File: src/rtl/pwr_good_qual.sv
module pwr_good_qual #(
  parameter int T_UVLO_EXIT     = 230,
  parameter int T_OVP_ENTER_EN  = 100,
  parameter int T_OVP_EXIT_EN   = 450,
  parameter int T_OVP_EXIT_DIS  = 500,
  parameter int T_SLEEP_ENTER_EN = 32000,
  parameter int T_SLEEP_EXIT    = 500,
  parameter int T_OVP_BLANK     = 115
) (
  input  logic clk,
  input  logic rst_n,
  input  logic tick_us,
  input  logic in_above_uvlo,
  input  logic in_above_bat,
  input  logic in_above_ovp,
  input  logic chg_enabled,
  output logic pg_sink,
  output logic ovp_shutdown,
  output logic aux_reg_en
);

  function automatic int imax(input int a, input int b);
    return (a > b) ? a : b;
  endfunction

  localparam int MAX_DG = imax(imax(imax(T_UVLO_EXIT, T_OVP_ENTER_EN), imax(T_OVP_EXIT_EN, T_OVP_EXIT_DIS)),
                               imax(T_SLEEP_ENTER_EN, T_SLEEP_EXIT));
  localparam int CW  = $clog2(MAX_DG + 2);
  localparam int BW  = $clog2(T_OVP_BLANK + 2);

  typedef enum logic [1:0] {C_UVLO, C_OVP, C_SLEEP} cause_e;

  logic          raw_good;
  cause_e        blk_cause, cause_q;
  logic [CW-1:0] limit, dg_cnt;
  logic          pg_q;
  logic [BW-1:0] blank_cnt;
  logic          trip_q;

  assign raw_good = in_above_uvlo & in_above_bat & ~in_above_ovp;

  always_comb begin
    if (!in_above_uvlo)     blk_cause = C_UVLO;
    else if (in_above_ovp)  blk_cause = C_OVP;
    else                    blk_cause = C_SLEEP;
  end

  always_comb begin
    if (pg_q) begin
      unique case (blk_cause)
        C_OVP:   limit = chg_enabled ? CW'(T_OVP_ENTER_EN) : '0;
        C_SLEEP: limit = chg_enabled ? CW'(T_SLEEP_ENTER_EN) : '0;
        default: limit = '0;
      endcase
    end else begin
      unique case (cause_q)
        C_OVP:   limit = chg_enabled ? CW'(T_OVP_EXIT_EN) : CW'(T_OVP_EXIT_DIS);
        C_SLEEP: limit = CW'(T_SLEEP_EXIT);
        default: limit = CW'(T_UVLO_EXIT);
      endcase
    end
  end

  always_ff @(posedge clk or negedge rst_n) begin
    if (!rst_n) begin
      pg_q    <= 1'b0;
      cause_q <= C_UVLO;
      dg_cnt  <= '0;
    end else begin
      if (!raw_good) cause_q <= blk_cause;
      if (raw_good == pg_q) begin
        dg_cnt <= '0;
      end else if (dg_cnt >= limit) begin
        pg_q   <= raw_good;
        dg_cnt <= '0;
      end else if (tick_us) begin
        dg_cnt <= dg_cnt + 1'b1;
      end
    end
  end

  always_ff @(posedge clk or negedge rst_n) begin
    if (!rst_n) begin
      blank_cnt <= '0;
      trip_q    <= 1'b0;
    end else if (!(in_above_ovp && in_above_uvlo)) begin
      blank_cnt <= '0;
      trip_q    <= 1'b0;
    end else if (!trip_q) begin
      if (blank_cnt >= BW'(T_OVP_BLANK)) trip_q <= 1'b1;
      else if (tick_us)                  blank_cnt <= blank_cnt + 1'b1;
    end
  end

  assign pg_sink      = pg_q;
  assign ovp_shutdown = trip_q;
  assign aux_reg_en   = in_above_uvlo & ~trip_q;


  uvlo_drop_chk: assert property (@(posedge clk) disable iff (!rst_n)
    !in_above_uvlo |=> !pg_sink);


  ovp_dis_fast_chk: assert property (@(posedge clk) disable iff (!rst_n)
    (pg_sink && in_above_uvlo && in_above_ovp && !chg_enabled) |=> !pg_sink);


  ovp_clear_chk: assert property (@(posedge clk) disable iff (!rst_n)
    !in_above_ovp |=> !ovp_shutdown);


  ovp_cause_chk: assert property (@(posedge clk) disable iff (!rst_n)
    $rose(ovp_shutdown) |-> ($past(in_above_ovp) && $past(in_above_uvlo)));


  pg_follow_chk: assert property (@(posedge clk) disable iff (!rst_n)
    !$stable(pg_sink) |-> ($past(raw_good) == pg_sink));

endmodule

File: config.mk
export PLATFORM = sky130hd
export DESIGN_NAME = pwr_good_qual
export DESIGN_NICKNAME = d
export VERILOG_FILES = /design/src/rtl/pwr_good_qual.sv
export SDC_FILE = /design/constraint.sdc
export NUM_CORES = 1
export LEC_CHECK = 0
export ABC_AREA = 1
export BUFFER_PORTS_ARGS = -buffer_cell sky130_fd_sc_hd__buf_2
export CAP_MARGIN = 0
export CELL_PAD_IN_SITES_DETAIL_PLACEMENT = 1
export CELL_PAD_IN_SITES_GLOBAL_PLACEMENT = 2
export CORE_MARGIN = 2
export CORE_UTILIZATION = 25
export CTS_BUF_LIST = sky130_fd_sc_hd__clkbuf_16
export DETAILED_ROUTE_END_ITERATION = 10
export HOLD_SLACK_MARGIN = 0.02
export PLACE_DENSITY_LB_ADDON = 0.3
export SYNTH_ARGS = -nofsm -noshare
export SYNTH_HDL_FRONTEND = slang
export SYNTH_SLANG_ARGS = --single-unit
File: constraint.sdc
create_clock -name clk -period 3.17 [get_ports clk]
set_input_delay 0.634 -clock clk [delete_from_list [all_inputs] [get_ports clk]]
set_output_delay 0.634 -clock clk [all_outputs]
set_load 0.02 [all_outputs]
Yosys cells after proc, flatten, opt, wreduce, memory -nomap -nowiden
Index checks and enable logic that the tools add are counted.
{"block": "word_totals", "latch_bits": 0, "register_bits": 26, "out_inout_bits": 3, "rom_bits": 0, "input_bits": 7, "mem_count": 0, "mem_bits_rw": 0}
{"block": "classes", "reduce_logical": 4, "shifts": 0, "multipliers": 0, "n_mux": 18, "n_lt_le_gt_ge": 2, "eq_ne": 8, "div_mod_pow": 0, "n_bitwise": 6, "addsub": 2}
{"operator": "2-to-1 mux 15 bit", "count": 5}
{"operator": "2-to-1 mux 7 bit", "count": 5}
{"operator": "case mux 15 bit (2 select lines)", "count": 1}
{"operator": "case mux 9 bit (2 select lines)", "count": 1}
{"operator": "adder 15 x 1 -> 15 bit (second input constant)", "count": 1}
{"operator": ">= comparator 15 bit", "count": 1}
{"operator": "adder 7 x 1 -> 7 bit (second input constant)", "count": 1}
{"operator": ">= comparator 7 bit (second input constant)", "count": 1}
{"operator": "2-to-1 mux 6 bit", "count": 1}
{"operator": "!= test 2 bit (second input constant)", "count": 3}
{"operator": "equality test 2 x 1 -> 1 bit (second input constant)", "count": 2}
{"operator": "equality test 2 bit (second input constant)", "count": 2}
{"operator": "2-to-1 mux 2 bit", "count": 2}
{"operator": "bitwise AND 1 bit", "count": 3}
{"operator": "2-to-1 mux 1 bit", "count": 3}
{"operator": "inverter 1 bit", "count": 3}
{"operator": "AND reduction 3 bit", "count": 1}
{"operator": "nonzero test 3 bit", "count": 1}
{"operator": "AND reduction 2 bit", "count": 1}
{"operator": "equality test 1 bit", "count": 1}
{"operator": "logical AND 1 bit", "count": 1}

Logic depth before layout (Yosys ltp)
{"block": "depth", "word_depth": 8, "ltp_mapped": 16, "ltp_nobuf": 15}

Worst setup path after synthesis
OpenSTA, ideal clock, no wires.
{"block": "synth_path", "kind": "input -> register", "start": "in in_above_uvlo", "end": "reg dg_cnt[10]", "arrival_time_ps": 2131, "setup_slack_ps": 921, "t_required_ps": 3052, "path_stages": 14, "path_cell_list": "nand2_1 o21ai_0 o31ai_1 ha_1 nand2_1 inv_2 nand2_1 nor2_1 nor2_1 nor2_1 nor2_4 buf_4 nand3_1 nand2_1"}
{"block": "synth_between", "elab_chain_len": 7, "word_cells_on_any_way": 12}
{"item": "from (decl)", "line_no": "13", "source": "input logic in_above_uvlo,"}
{"item": "2-to-1 mux 2 bit", "line_no": "43", "source": "if (!in_above_uvlo) blk_cause = C_UVLO;"}
{"item": "equality test 2 bit / equality test 2 x 1 -> 1 bit (equally long branches)", "line_no": "50", "source": "unique case (blk_cause)"}
{"item": "case mux 15 bit (2 select lines)", "line_no": "50"}
{"item": "2-to-1 mux 15 bit", "line_no": "49", "source": "if (pg_q) begin"}
{"item": ">= comparator 15 bit", "line_no": "73", "source": "end else if (dg_cnt >= limit) begin"}
{"item": "2-to-1 mux 15 bit", "line_no": "73"}
{"item": "2-to-1 mux 15 bit", "line_no": "71", "source": "if (raw_good == pg_q) begin"}
{"item": "to (signal assigned)", "line_no": "77", "source": "dg_cnt <= dg_cnt + 1'b1;"}
{"item": "to (decl)", "line_no": "35", "source": "logic [CW-1:0] limit, dg_cnt;"}
Several ways; a longest one is shown, not always the timed one.
A chain may end at the register's enable or synchronous reset.

Final worst setup path
{"block": "layout_path", "start": "reg cause_q[0]", "end": "reg dg_cnt[14]"}
{"block": "layout_between", "elab_chain_len": 6, "word_cells_on_any_way": 8}
{"item": "from (decl)", "line_no": "34", "source": "cause_e blk_cause, cause_q;"}
{"item": "from (signal assigned)", "line_no": "70", "source": "if (!raw_good) cause_q <= blk_cause;"}
{"item": "equality test 2 bit / equality test 2 x 1 -> 1 bit (equally long branches)", "line_no": "56", "source": "unique case (cause_q)"}
{"item": "case mux 9 bit (2 select lines) (*)", "line_no": "56"}
{"item": "2-to-1 mux 15 bit (*)", "line_no": "49"}
{"item": ">= comparator 15 bit (*)", "line_no": "73"}
{"item": "2-to-1 mux 15 bit", "line_no": "73"}
{"item": "2-to-1 mux 15 bit", "line_no": "71"}
Every way passes the cells marked *; elsewhere a longest branch is shown, timed or not.

==> metrics.yaml <==
fin_worst_skew_ns: 0.00622
final.setup.worst_slack_ns: 0.362
synth_fa_ha_area_share_pct: 9.40
clk_pin_slew_ns: 0.07
vias_per_cell: 4.66
utilization_pct: 28.7
nNetsFinal: 333
rrSetupSlack_ns: 0.36
nFillCells: 1038
avgRoutedWirePerCell_um: 13.5
grt_pass1_vias: 2000
critPathSlowestCell: "nor2_4"
dieArea_um2: 9280
vias: 1930
ys_warn_count: 0
synthMuxAreaShare_pct: 0
drv_cap: 0
fin_tns_setup_ns: 0
cp.arrival_ns: 3.01
crit_fanout: 32
tightestPinTransition_ns: 0.818
synth_edf_count: 0
initial_core_util_pct: 25.8
status: "completed"
power_frac_comb_pct: 7.4
critical_path_class: "reg -> reg"
cp_slowest_stage_delay_ns: 0.65
end_kind: "flip-flop"
report.final.slew_viol_count: 0
p_leak_nw: 1.26
power.switching_mw: 0.169
clock-sinks: 26
post-route-period-util_pct: 88.6
reg2regPathDepth: 13
core_area_um2: 8260
synth_top_family_by_area: "simple AND/OR/NAND/NOR gates"
hold_viol: 0
rows: 33
drive_above_1_share_pct: 12.0
fp.dieH_um: 96.3
fp.dieW_um: 96.3
synth_fp_nets: 325
dp_slack_ns: 0.193
cts_buffer_depth: 2
numPortBuffers: 9
yosys.area_share.simple_pct: 39.2
slew_headroom_pct: 45.3
p_seq_share_pct: 43.6
drt_first_iter_violations: 41
yosys_most_used_dff: "dfrtp_1"
r2r_start: "cause_q[0]"
grt_pass1_wl_mm: 9.68
synth_xor_xnor_area_share_pct: 4.58
routed_wl_mm: 5.58
cts_buffers: 3
clock.fmax_mhz: 356
cp_common_cell: "nand2_1"
power_switching_share_pct: 21.9
antenna_found_initial: 0
min_period_ns: 2.81
drc: 0
post-cts-setup-buffers: 0
setup_viol: 0
seq_area_frac_synth_pct: 30.5
critPathRequiredTime_ns: 3.37
pin_count: 10
synth-seq-cells: 26
gp_congestion: 0.694
post_cts_resized: 0
clock_latency_ns: 0.27
synth_compound_area_share_pct: 4.52
gr-total-overflow: 0
syn_inst: 302
synthArstFlopShare_pct: 100
power_density_nw_per_um2: 326
ctsHtreeMaxLevel: 1
syn_area_per_cell_um2: 7.06
hold_path_class: "in -> async"
rsz0062_at_grt: "false"
clockRootBuffer: "clkbuf_16"
antenna_left: 0
num_antenna_cells: 0
internal_power_mw: 0.603
path_cells: "inv_1 -> ha_1 -> o31ai_1 -> ha_1 -> nand2_1 -> inv_2 -> nand2_1 -> nand2_1 -> nor2_1 -> nor2_1 -> nor2_4 -> nand4_1 -> nand2_1"
drt_first_pass_iters: 4
grt_usage_pct: 13.4
worst_r2r_endpoint: "dg_cnt[14]"
tritoncts: "built"
grt_max_degree: 33
synth_cell_types: 28
peakVddDrop_mv: 0.160
syn_area_um2: 2130
synthToLayoutAreaGrowth_pct: 11.2
startpoint_type: "flip-flop"
cts_hold_buf: 0
clkPwrFrac_pct: 48.9
power.total_mw: 0.772
post-dp-hpwl_mm: 4.26
[cell type report]
class                           count  area [µm²]  share of cell area (%)
Tap cell                          105         131                    5.55
Timing Repair Buffer               13        75.1                    3.17
Sequential cell                    26         651                    27.5
Clock inverter                      1        30.0                    1.27
Clock buffer                        3        75.1                    3.17
Inverter                           47         176                    7.45
Multi-Input combinational cell    219        1230                    51.9
[power by group through the flow]
| stage | clock network [mW] | registers, mW | logic (mW) |
|---|---|---|---|
| 2_1_floorplan | 0 | 0.343 | 0.0354 |
| 5_1_grt | 0.403 | 0.337 | 0.0671 |
| 6_report | 0.378 | 0.337 | 0.0574 |
| 3_3_place_gp | 0 | 0.343 | 0.0586 |
| 4_1_cts | 0.393 | 0.337 | 0.0597 |
| 3_5_place_dp | 0 | 0.343 | 0.0595 |
[cells by family after synthesis]
logic type,after synthesis
and+or+nand+nor,176
AOI/OAI and AO/OA,18
buffers and inverters,57
DFF,26
adders and majority gates,16
xor gates and xnor gates,9
[per-layer routing]
metal  up-vias  part of all wire [%]  GRT usage, %
met1       937                    49          17.0
met2        10                    49          24.5
met5         -                     0             0
li1        981                     -             -
met4         0                  0.22          1.41
met3         2                   2.0          2.43
[flip-flops by register name (all words and copies together), names as in the netlist]
name,flops
ovp_shutdown,1
dg_cnt,15
cause_q,2
pg_sink,1
blank_cnt,7
[metrics by stage]
step / hold WS (ns) / std cells / instance area (µm²)
floorplan: 0.338 / 302 / 2130
global placement: 0.508 / 410 / 2260
detailed placement: 0.512 / 410 / 2260
CTS: 0.403 / 414 / 2370
global route: 0.424 / 414 / 2370
finish: 0.380 / 414 / 2370
[worst max path at each step]
stage	from	to	slack (ns)	depth (start not counted)
3_5_place_dp	in_above_ovp	dg_cnt[2]	0.19	14
3_3_place_gp	in_above_ovp	dg_cnt[3]	0.21	12
6_report	cause_q[0]	dg_cnt[14]	0.36	13
4_1_cts	cause_q[0]	dg_cnt[7]	0.33	13
5_1_grt	cause_q[0]	dg_cnt[9]	0.05	13
2_1_floorplan	in_above_uvlo	dg_cnt[10]	0.92	14
[layout by cell type (no fill, tap or decap)]
cell | synthesis | final
o21ai_0 | 5 | 5
nor2_4 | 2 | 2
and2_1 | 1 | 1
nor2_1 | 31 | 31
xnor2_4 | 1 | 1
nand3_2 | 10 | 10
a21boi_0 | 1 | 1
nand3_1 | 22 | 22
xnor2_1 | 1 | 1
buf_4 | 2 | 4
o31ai_1 | 1 | 1
inv_1 | 41 | 41
clkbuf_16 | 0 | 3
a31oi_1 | 1 | 1
xor2_1 | 7 | 7
clkinv_1 | 1 | 1
inv_2 | 5 | 5
nand2_1 | 85 | 85
nor2_2 | 1 | 1
buf_2 | 4 | 9
nand4_1 | 23 | 23
dfrtp_1 | 26 | 26
o21ai_1 | 4 | 4
a21oi_1 | 6 | 6
ha_1 | 16 | 16
nand2_4 | 1 | 1
bufinv_16 | 0 | 1
[cell usage after synthesis (4+ instances only)]
| cell | instances | share of area, % |
|---|---|---|
| o21ai_0 | 5 | 1.2 |
| nand2_1 | 85 | 15 |
| xor2_1 | 7 | 2.9 |
| nand3_1 | 22 | 5.2 |
| nand3_2 | 10 | 4.7 |
| o21ai_1 | 4 | 0.94 |
| inv_1 | 41 | 7.2 |
| inv_2 | 5 | 0.88 |
| buf_2 | 4 | 0.94 |
| nand4_1 | 23 | 6.8 |
| ha_1 | 16 | 9.4 |
| a21oi_1 | 6 | 1.4 |
| nor2_1 | 31 | 5.5 |
| dfrtp_1 | 26 | 31 |
[worst max-delay path, delay by kind of cell, from the launching register on]
kind | cells | cell delay (ns)
buf+inv | 2 | 0.11
flops | 1 | 0.37
compound gates | 1 | 0.36
fa+ha+maj | 2 | 0.61
simple gates | 8 | 1.29
Note: power is estimated with default switching activity, not from simulation.
